`src/rtl/mdio_pkg.sv`:
```
package mdio_pkg;

    localparam int DIV_W      = 8;
    localparam int DATA_W     = 16;
    localparam int PRE_BITS   = 32;
    localparam int FRAME_BITS = 64;
    localparam int IDX_W      = $clog2(FRAME_BITS);

    // Bit positions inside the frame (0 = first bit on the wire)
    localparam int TA1_POS  = 46;
    localparam int TA2_POS  = 47;
    localparam int DATA_POS = 48;

    // Frame-control word layout
    localparam int TRIG_BIT = 31;
    localparam int RG_LSB   = 16;
    localparam int PHY_LSB  = 4;
    localparam int OP_LSB   = 2;
    localparam int SOF_LSB  = 0;
    localparam int OK_BIT   = 24;

    localparam logic [1:0] OP_RD = 2'b10;

    typedef struct packed {
        logic [4:0] rg;
        logic [4:0] phy;
        logic [1:0] op;
        logic [1:0] sof;
    } frame_hdr_t;

    typedef struct packed {
        frame_hdr_t        hdr;
        logic [DATA_W-1:0] wdata;
        logic [DIV_W-1:0]  div;
    } frame_req_t;

    function automatic logic [FRAME_BITS-1:0] build_frame(input frame_req_t r);
        return {{PRE_BITS{1'b1}}, r.hdr.sof, r.hdr.op, r.hdr.phy, r.hdr.rg,
                2'b10, r.wdata};
    endfunction

    function automatic logic [DIV_W-1:0] eff_div(input logic [DIV_W-1:0] d);
        return (d == '0) ? DIV_W'(1) : d;
    endfunction

    function automatic frame_hdr_t hdr_from_word(input logic [31:0] w);
        frame_hdr_t h;
        h.rg  = w[RG_LSB +: 5];
        h.phy = w[PHY_LSB +: 5];
        h.op  = w[OP_LSB +: 2];
        h.sof = w[SOF_LSB +: 2];
        return h;
    endfunction

    function automatic logic [31:0] hdr_to_word(input frame_hdr_t h, input logic busy);
        logic [31:0] w;
        w = '0;
        w[TRIG_BIT]       = busy;
        w[RG_LSB +: 5]    = h.rg;
        w[PHY_LSB +: 5]   = h.phy;
        w[OP_LSB +: 2]    = h.op;
        w[SOF_LSB +: 2]   = h.sof;
        return w;
    endfunction

endpackage

```
`src/rtl/mdio_regs.sv`:
```
module mdio_regs
    import mdio_pkg::*;
#(
    parameter int ADDR_W = 4
) (
    input  logic                  clk,
    input  logic                  rst,
    input  logic                  reg_we,
    input  logic [ADDR_W-1:0]     reg_addr,
    input  logic [31:0]           reg_wdata,
    output logic [31:0]           reg_rdata,
    input  logic                  busy,
    input  logic [DATA_W-1:0]     rd_data,
    input  logic                  rd_ok,
    output logic                  start,
    output frame_req_t            req
);

    localparam logic [ADDR_W-1:0] A_DIV  = ADDR_W'(4'h0);
    localparam logic [ADDR_W-1:0] A_WD   = ADDR_W'(4'h4);
    localparam logic [ADDR_W-1:0] A_CFG  = ADDR_W'(4'h8);
    localparam logic [ADDR_W-1:0] A_STAT = ADDR_W'(4'hC);

    logic [DIV_W-1:0]  div_q;
    logic [DATA_W-1:0] wd_q;
    frame_hdr_t        hdr_q;
    frame_hdr_t        hdr_in;
    logic              cfg_wr;
    logic              unused_wbits;

    assign hdr_in = hdr_from_word(reg_wdata);
    assign cfg_wr = reg_we && (reg_addr == A_CFG) && !busy;
    assign start  = cfg_wr && reg_wdata[TRIG_BIT];

    assign req.hdr   = hdr_in;
    assign req.wdata = wd_q;
    assign req.div   = div_q;

    assign unused_wbits = ^{reg_wdata[30:21], reg_wdata[15:9]};

    always_ff @(posedge clk) begin
        if (rst) begin
            div_q <= '0;
            wd_q  <= '0;
            hdr_q <= '0;
        end else begin
            if (reg_we && reg_addr == A_DIV) div_q <= reg_wdata[DIV_W-1:0];
            if (reg_we && reg_addr == A_WD)  wd_q  <= reg_wdata[DATA_W-1:0];
            if (cfg_wr)                      hdr_q <= hdr_in;
        end
    end

    always_comb begin
        reg_rdata = '0;
        case (reg_addr)
            A_DIV:  reg_rdata[DIV_W-1:0]  = div_q;
            A_WD:   reg_rdata[DATA_W-1:0] = wd_q;
            A_CFG:  reg_rdata = hdr_to_word(hdr_q, busy);
            A_STAT: begin
                reg_rdata[DATA_W-1:0] = rd_data;
                reg_rdata[OK_BIT]     = rd_ok;
            end
            default: reg_rdata = '0;
        endcase
    end

endmodule

```
`src/rtl/mdio_halfcnt.sv`:
```
module mdio_halfcnt
    import mdio_pkg::*;
(
    input  logic             clk,
    input  logic             rst,
    input  logic             run,
    input  logic             restart,
    input  logic [DIV_W-1:0] lim,
    output logic             tick
);

    logic [DIV_W-1:0] cnt_q;

    assign tick = run && (cnt_q == lim);

    always_ff @(posedge clk) begin
        if (rst || restart || !run) cnt_q <= '0;
        else if (cnt_q == lim)      cnt_q <= '0;
        else                        cnt_q <= cnt_q + 1'b1;
    end

endmodule

```
`src/rtl/mdio_engine.sv`:
```
module mdio_engine
    import mdio_pkg::*;
(
    input  logic              clk,
    input  logic              rst,
    input  logic              start,
    input  frame_req_t        req,
    input  logic              tick,
    input  logic              mdio_i,
    output logic              busy,
    output logic              mdc,
    output logic              mdio_o,
    output logic              mdio_oe,
    output logic [DIV_W-1:0]  lim,
    output logic [DATA_W-1:0] rd_data,
    output logic              rd_ok
);

    localparam logic [IDX_W-1:0] LAST = IDX_W'(FRAME_BITS - 1);

    logic                  busy_q;
    logic                  mdc_q;
    logic                  is_rd_q;
    logic [IDX_W-1:0]      idx_q;
    logic [FRAME_BITS-1:0] frame_q;
    logic [DIV_W-1:0]      div_q;
    logic [DATA_W-1:0]     rd_q;
    logic                  ok_q;

    always_ff @(posedge clk) begin
        if (rst) begin
            busy_q  <= 1'b0;
            mdc_q   <= 1'b1;
            is_rd_q <= 1'b0;
            idx_q   <= '0;
            frame_q <= '0;
            div_q   <= '0;
            rd_q    <= '0;
            ok_q    <= 1'b0;
        end else if (start) begin
            busy_q  <= 1'b1;
            mdc_q   <= 1'b0;
            idx_q   <= '0;
            frame_q <= build_frame(req);
            is_rd_q <= (req.hdr.op == OP_RD);
            div_q   <= eff_div(req.div);
        end else if (busy_q && tick) begin
            if (!mdc_q) begin
                mdc_q <= 1'b1;
                if (is_rd_q) begin
                    if (idx_q == IDX_W'(TA2_POS)) ok_q <= ~mdio_i;
                    if (idx_q >= IDX_W'(DATA_POS)) rd_q <= {rd_q[DATA_W-2:0], mdio_i};
                end
            end else if (idx_q == LAST) begin
                busy_q <= 1'b0;
            end else begin
                mdc_q <= 1'b0;
                idx_q <= idx_q + 1'b1;
            end
        end
    end

    assign busy    = busy_q;
    assign mdc     = mdc_q;
    assign lim     = div_q;
    assign rd_data = rd_q;
    assign rd_ok   = ok_q;
    assign mdio_o  = busy_q ? frame_q[LAST - idx_q] : 1'b1;
    assign mdio_oe = busy_q && !(is_rd_q && idx_q >= IDX_W'(TA1_POS));

endmodule

```
`src/rtl/mdio_master.sv`:
```
module mdio_master
    import mdio_pkg::*;
#(
    parameter int ADDR_W = 4
) (
    input  logic              clk,
    input  logic              rst,
    input  logic              reg_we,
    input  logic [ADDR_W-1:0] reg_addr,
    input  logic [31:0]       reg_wdata,
    output logic [31:0]       reg_rdata,
    output logic              mdc,
    output logic              mdio_o,
    output logic              mdio_oe,
    input  logic              mdio_i
);

    logic              busy;
    logic              start;
    logic              tick;
    frame_req_t        req;
    logic [DIV_W-1:0]  lim;
    logic [DATA_W-1:0] rd_data;
    logic              rd_ok;

    mdio_regs #(.ADDR_W(ADDR_W)) u_regs (
        .clk       (clk),
        .rst       (rst),
        .reg_we    (reg_we),
        .reg_addr  (reg_addr),
        .reg_wdata (reg_wdata),
        .reg_rdata (reg_rdata),
        .busy      (busy),
        .rd_data   (rd_data),
        .rd_ok     (rd_ok),
        .start     (start),
        .req       (req)
    );

    mdio_halfcnt u_half (
        .clk     (clk),
        .rst     (rst),
        .run     (busy),
        .restart (start),
        .lim     (lim),
        .tick    (tick)
    );

    mdio_engine u_eng (
        .clk     (clk),
        .rst     (rst),
        .start   (start),
        .req     (req),
        .tick    (tick),
        .mdio_i  (mdio_i),
        .busy    (busy),
        .mdc     (mdc),
        .mdio_o  (mdio_o),
        .mdio_oe (mdio_oe),
        .lim     (lim),
        .rd_data (rd_data),
        .rd_ok   (rd_ok)
    );

endmodule

```
`config.mk`:
```
export PLATFORM = sky130hd
export DESIGN_NAME = mdio_master
export DESIGN_NICKNAME = d
export VERILOG_FILES = /design/src/rtl/mdio_pkg.sv /design/src/rtl/mdio_regs.sv /design/src/rtl/mdio_halfcnt.sv /design/src/rtl/mdio_engine.sv /design/src/rtl/mdio_master.sv
export SDC_FILE = /design/constraint.sdc
export NUM_CORES = 1
export LEC_CHECK = 0
export BUFFER_PORTS_ARGS = -buffer_cell sky130_fd_sc_hd__buf_2
export CORE_ASPECT_RATIO = 0.9
export CORE_MARGIN = 2
export CORE_UTILIZATION = 51
export DETAILED_ROUTE_END_ITERATION = 8
export PLACE_DENSITY_LB_ADDON = 0.08
export SLEW_MARGIN = 10
export SYNTH_ARGS = -nofsm -noshare
export SYNTH_HDL_FRONTEND = slang
export SYNTH_SLANG_ARGS = --single-unit
```
`constraint.sdc`:
```
create_clock -name clk -period 2.2 [get_ports clk]
set_input_delay 0.33 -clock clk [delete_from_list [all_inputs] [get_ports clk]]
set_output_delay 0.33 -clock clk [all_outputs]
set_load 0.05 [all_outputs]
```
-- Word level (Yosys, flattened, before mapping)
Cells that the tools add are included.
Widths: inputs -> output; s select.
- multiply operators: 0
- bitwise gates (word level): 4
- shift operators: 0
- magnitude comparators: 3
- reduce and logical (&&, ||, !) cells: 24
- multiplexer cells: 17
- equality and inequality tests: 7
- add/sub/neg operators: 3
- divide/modulo/power cells: 0
- operators with widths (cell ; count):
    $pmux 8 s4 ; 1
    $pmux 8 s3 ; 1
    $eq 6x6->1 const B ; 2
    $ge 6x6->1 const B ; 2
    $mux 1 ; 11
    $reduce_and 5->1 ; 2
    $logic_and 1x1->1 ; 9
    $add 8x1->8 const B ; 1
    $eq 4x4->1 const B ; 2
    $eq 8x8->1 ; 1
    $logic_not 8->1 ; 1
    $mux 8 ; 1
    $lt 6x7->1 const B ; 1
    $mux 7 ; 1
    $add 6x1->6 const B ; 1
    $bmux 1 s6 ; 1
    $reduce_and 3->1 ; 2
    $reduce_bool 2->1 ; 3
    $sub 6x6->6 const A ; 1
    $mux 5 ; 1
    $eq 4x3->1 const B ; 1
    $logic_not 4->1 ; 1
    $not 1->1 ; 4
    $reduce_or 2->1 ; 2
    3 further kinds ; 5
- word-level logic and storage cells: 73
- memories: 0
- memory bits (read-only): 0
- flip-flop bits (word level): 112
- RAM bits: 0
- bits of input ports: 40
- latch bits: 0

-- Depth between registers and ports, before layout
- depth in word-level cells: 7
- mapped depth: 8
- mapped depth without buffers: 6

-- Modules after synthesis
A second synthesis with hierarchy kept.
- cells, all modules: 551
- area, all modules: 5367.6 µm²
- by module, submodules not included (module ; times used ; cells an instance ; area each (µm²) ; sequential area each (µm²)):
    mdio_engine ; 1 ; 270 ; 2765.2 ; 1301.2
    mdio_regs ; 1 ; 237 ; 2203.4 ; 760.7
    mdio_halfcnt ; 1 ; 44 ; 399.1 ; 160.2

-- Worst setup path before layout
Ideal clock, no wire load.
- path type: register -> output
- from: register u_eng.idx_q[0]
- to: output port mdio_o
- setup slack: -0.113 ns
- buffers on the path: 1
- data required time: 1.870 ns
- data arrival time: 1.983 ns
- stages on the path, launching flop included: 6
- cells stage by stage: dfxtp_1 -> buf_1 -> mux4_2 -> mux2i_1 -> nor3_1 -> a311o_1
- word-level cells in the longest chain between the ends: 4
- ends and longest elaborated chain (what ; line ; text):
    start: declaration ; mdio_engine.sv:24 ; logic [IDX_W-1:0] idx_q;
    start signal: assignment ; mdio_engine.sv:58 ; idx_q <= idx_q + 1'b1;
    $sub 6x6->6 ; mdio_engine.sv:68 ; assign mdio_o = busy_q ? frame_q[LAST - idx_q] : 1'b1;
    $bmux 1 s6 ; mdio_engine.sv:68 ;
    $mux 1 (implied by the code) ; mdio_engine.sv:68 ;
    $mux 1 ; mdio_engine.sv:68 ;
    end: declaration ; mdio_master.sv:13 ; output logic mdio_o,
No other way between the ends. The select of a mux whose other input is x is not followed.

-- Worst setup path after layout
Ends and elaborated chain as after synthesis.

==> results.txt <==
Hold Path End: u_regs.wd_q[9]
antenna violations before repair: 0
Worst-Margin Slew: 0.5426 ns
CP max stage cell: mux4_2
Max-slew headroom: 63.74%
Detail Placement HPWL: 8.319 mm
crit start category: flop
Detailed Route WL: 11.74 mm
CTS Buffer Depth: 2
TritonCTS Sinks: 111
Final WS setup: -0.1788 ns
clk_lat worst skew: 0.37 ns
Tcrit/Tclk final: 108.1%
CP Capture Type: output pin
# nets final: 675
DRC errors left: 0
CTS Hold Buffers Added: 0
sequential element share of the synthesized area: 45.84%
die span in y: 96.49 um
most area-consuming cells after synthesis: dfxtp_1, nand2_1, a21oi_1
Area Growth Syn to Fin: 14.33%
RSZ-0062 raised after global routing: true
worst-path cell chain: mux4_2 > o21ai_2 > o211ai_1 > a311o_1 > buf_6
Yosys top cell by area: dfxtp_1
Die W: 106.8 um
outcome: complete, but fails checks
Global Route Usage Sum: 23.92%
Port Buffer Count: 55
Worst Skew: 0.01368 ns
P_leak: 1.960 nW
CP Class: flop to output pin
Worst-path clk slew: 0.11 ns
top cells by count, synth: nand2_1, dfxtp_1, a21oi_1, clkbuf_1, nor2_1
MaxCap Viol Count: 0
R2R setup slack: 0.01 ns
hold-critical path depth: 3
TritonCTS clock tree: built
Req. time, crit path: 1.87 ns
FMAX: 420.4 MHz
synthesized flop and latch total: 111
mapped cell area: 4847 um^2
Final Slew Violations: 0
Core Region: 9166 um^2
count of unique library cells instantiated by Yosys: 47
Worst EP arrival: 2.05 ns
grt total ovfl: 0
DR WL/cell: 15.44 um
total CTS buffers: 9
top cell type's share of synthesized area: 45.84%
Synth async-reset ratio: 0%
first drt pass iteration count: 5
Final Hold Violating Endpoints: 0
initial core utilization: 52.88%
Mapped Cells: 584
count of final setup violators: 1
1st-iter DRT viols: 231
Inserted Diodes: 0
RR Endpoint: u_eng.idx_q[3]
Fill cells: 862
Detail Route Antenna Nets: 0
Post-synth EDFFs: 0
hold_sp: reg_wdata[9]
Avg Cell Area, Syn: 8.300 um^2
CP top delay family: compound AO/OA/AOI/OAI gates
Power Density: 613.0 nW/um^2
via-per-instance ratio: 5.489
routed vias: 4,172
H-tree depth: 3
Root Driver: clkbuf_8
Placer Congestion: 0.8628
Die ar.: 10,300 um^2
worst reg-to-reg path cell count: 7
failing checks: setup timing
Main synth FF type: dfxtp_1
boundary pin count: 75
Synthesis Warnings: 0
largest fanout on the critical path: 6
first-pass GRT wire length: 19.28 mm
Core Rows: 33
setup TNS: -0.1788 ns
share of layout cells above drive strength 1: 18.03%
Core Util, Final: 60.46%
pin count of the biggest net entering global routing: 78
Final min period: 2.379 ns
Max IR drop VDD: 0.0003808 V
number of global-route vias before repair: 3,821
most numerous cell in the Yosys netlist: nand2_1
worst r2r src: u_eng.idx_q[0]
max incr delay on CP: 0.52 ns
worst min path class: input port to flop
Buf+Inv Stages, Crit Path: 1
[registers in the layout, summed over array words and instances, names as in the netlist]
signal,count
u_eng.is_rd_q,1
u_eng.idx_q,6
u_half.cnt_q,8
u_eng.mdc,1
u_regs.wd_q,16
u_regs.div_q,8
u_eng.lim,8
u_eng.rd_ok,1
u_eng.rd_data,16
u_eng.frame_q,31
u_eng.busy,1
u_regs.hdr_q,14
[logic make-up after synthesis]
| family | count (synthesis) | share of synthesized area [%] |
|---|---|---|
| flops | 111 | 45.84 |
| xor+xnor | 15 | 2.710 |
| buf+inv | 53 | 5.240 |
| simple gates | 246 | 22.74 |
| fa+ha+maj | 2 | 0.5162 |
| compound gates | 128 | 15.54 |
| mux | 28 | 7.331 |
| other cells | 1 | 0.07737 |
[through the flow]
step           power [W]  worst slack (ns)  hold slack (ns)  std cells  cell area (um^2)
5_1_grt         0.003524           -0.2643           0.1815        760              5542
6_report        0.003397           -0.1788           0.1985        760              5542
3_3_place_gp    0.002267          -0.02615           0.4397        743              5291
2_1_floorplan   0.002200           0.05531           0.4317        592              4878
4_1_cts         0.003426           -0.2221           0.1800        759              5509
3_5_place_dp    0.002268           -0.1039           0.4451        743              5291
[routing by layer]
metal  GRT usage, %  routed length (um)  vias to the layer above
li1               -                   -                     2071
met1          34.64                5698                     1958
met2          37.00                5165                      135
met3          4.829                 773                        8
met4          5.519                 101                        0
met5              0                   0                        -
[timing repair]
| action | CTS | global route |
|---|---|---|
| setup endpoints to repair | 8 | 11 |
| pin swaps | 1 | 2 |
| buffers inserted | 0 | 1 |
| resized for setup | 11 | 4 |
[placed cells by master, fill, tap and decap left out, drive strengths merged, types with 6 or more instances in the layout]
master and count:
a21oi 82, conb 9, mux4 6, nand2 161
mux2i 22, a22o 7, clkbuf 10, o21ai 6
dfxtp 111, nor2 28, xnor2 10, a22oi 17
inv 8, nand3 19, and2 9, buf 79
[tightest hold or removal path, stage by stage]
cell     delay (ns)
buf_2          0.10
nand2_1        0.05
a21oi_1        0.05
[cell type report]
class	count	area [um^2]	area share (%)
clock inverters	6	51.30	0.9257
well taps	122	152.6	2.755
inverters	4	15.01	0.2709
repair buffers	79	499.2	9.009
multi-input cells	428	2456	44.32
clock buffers	10	137.6	2.484
flip-flops and latches	111	2230	40.23
[where the power goes]
group	switching [W]	internal (W)
clock	0.000709	0.000464
combinational	0.000142	0.0000525
sequential	0.0000107	0.00202
total	0.000862	0.00253
[worst max-delay path by stage]
stage | start | to | slack, ns | cells past startpoint
finish | u_eng.idx_q[0] | mdio_o | -0.18 | 5
floorplan | u_eng.idx_q[1] | mdio_o | 0.06 | 5
CTS | u_eng.idx_q[0] | mdio_o | -0.22 | 5
global route | u_eng.idx_q[0] | mdio_o | -0.26 | 5
global placement | u_eng.idx_q[0] | mdio_o | -0.03 | 5
detailed placement | u_eng.idx_q[0] | u_eng.idx_q[3] | -0.10 | 7
(Power assumes the default switching activity.)
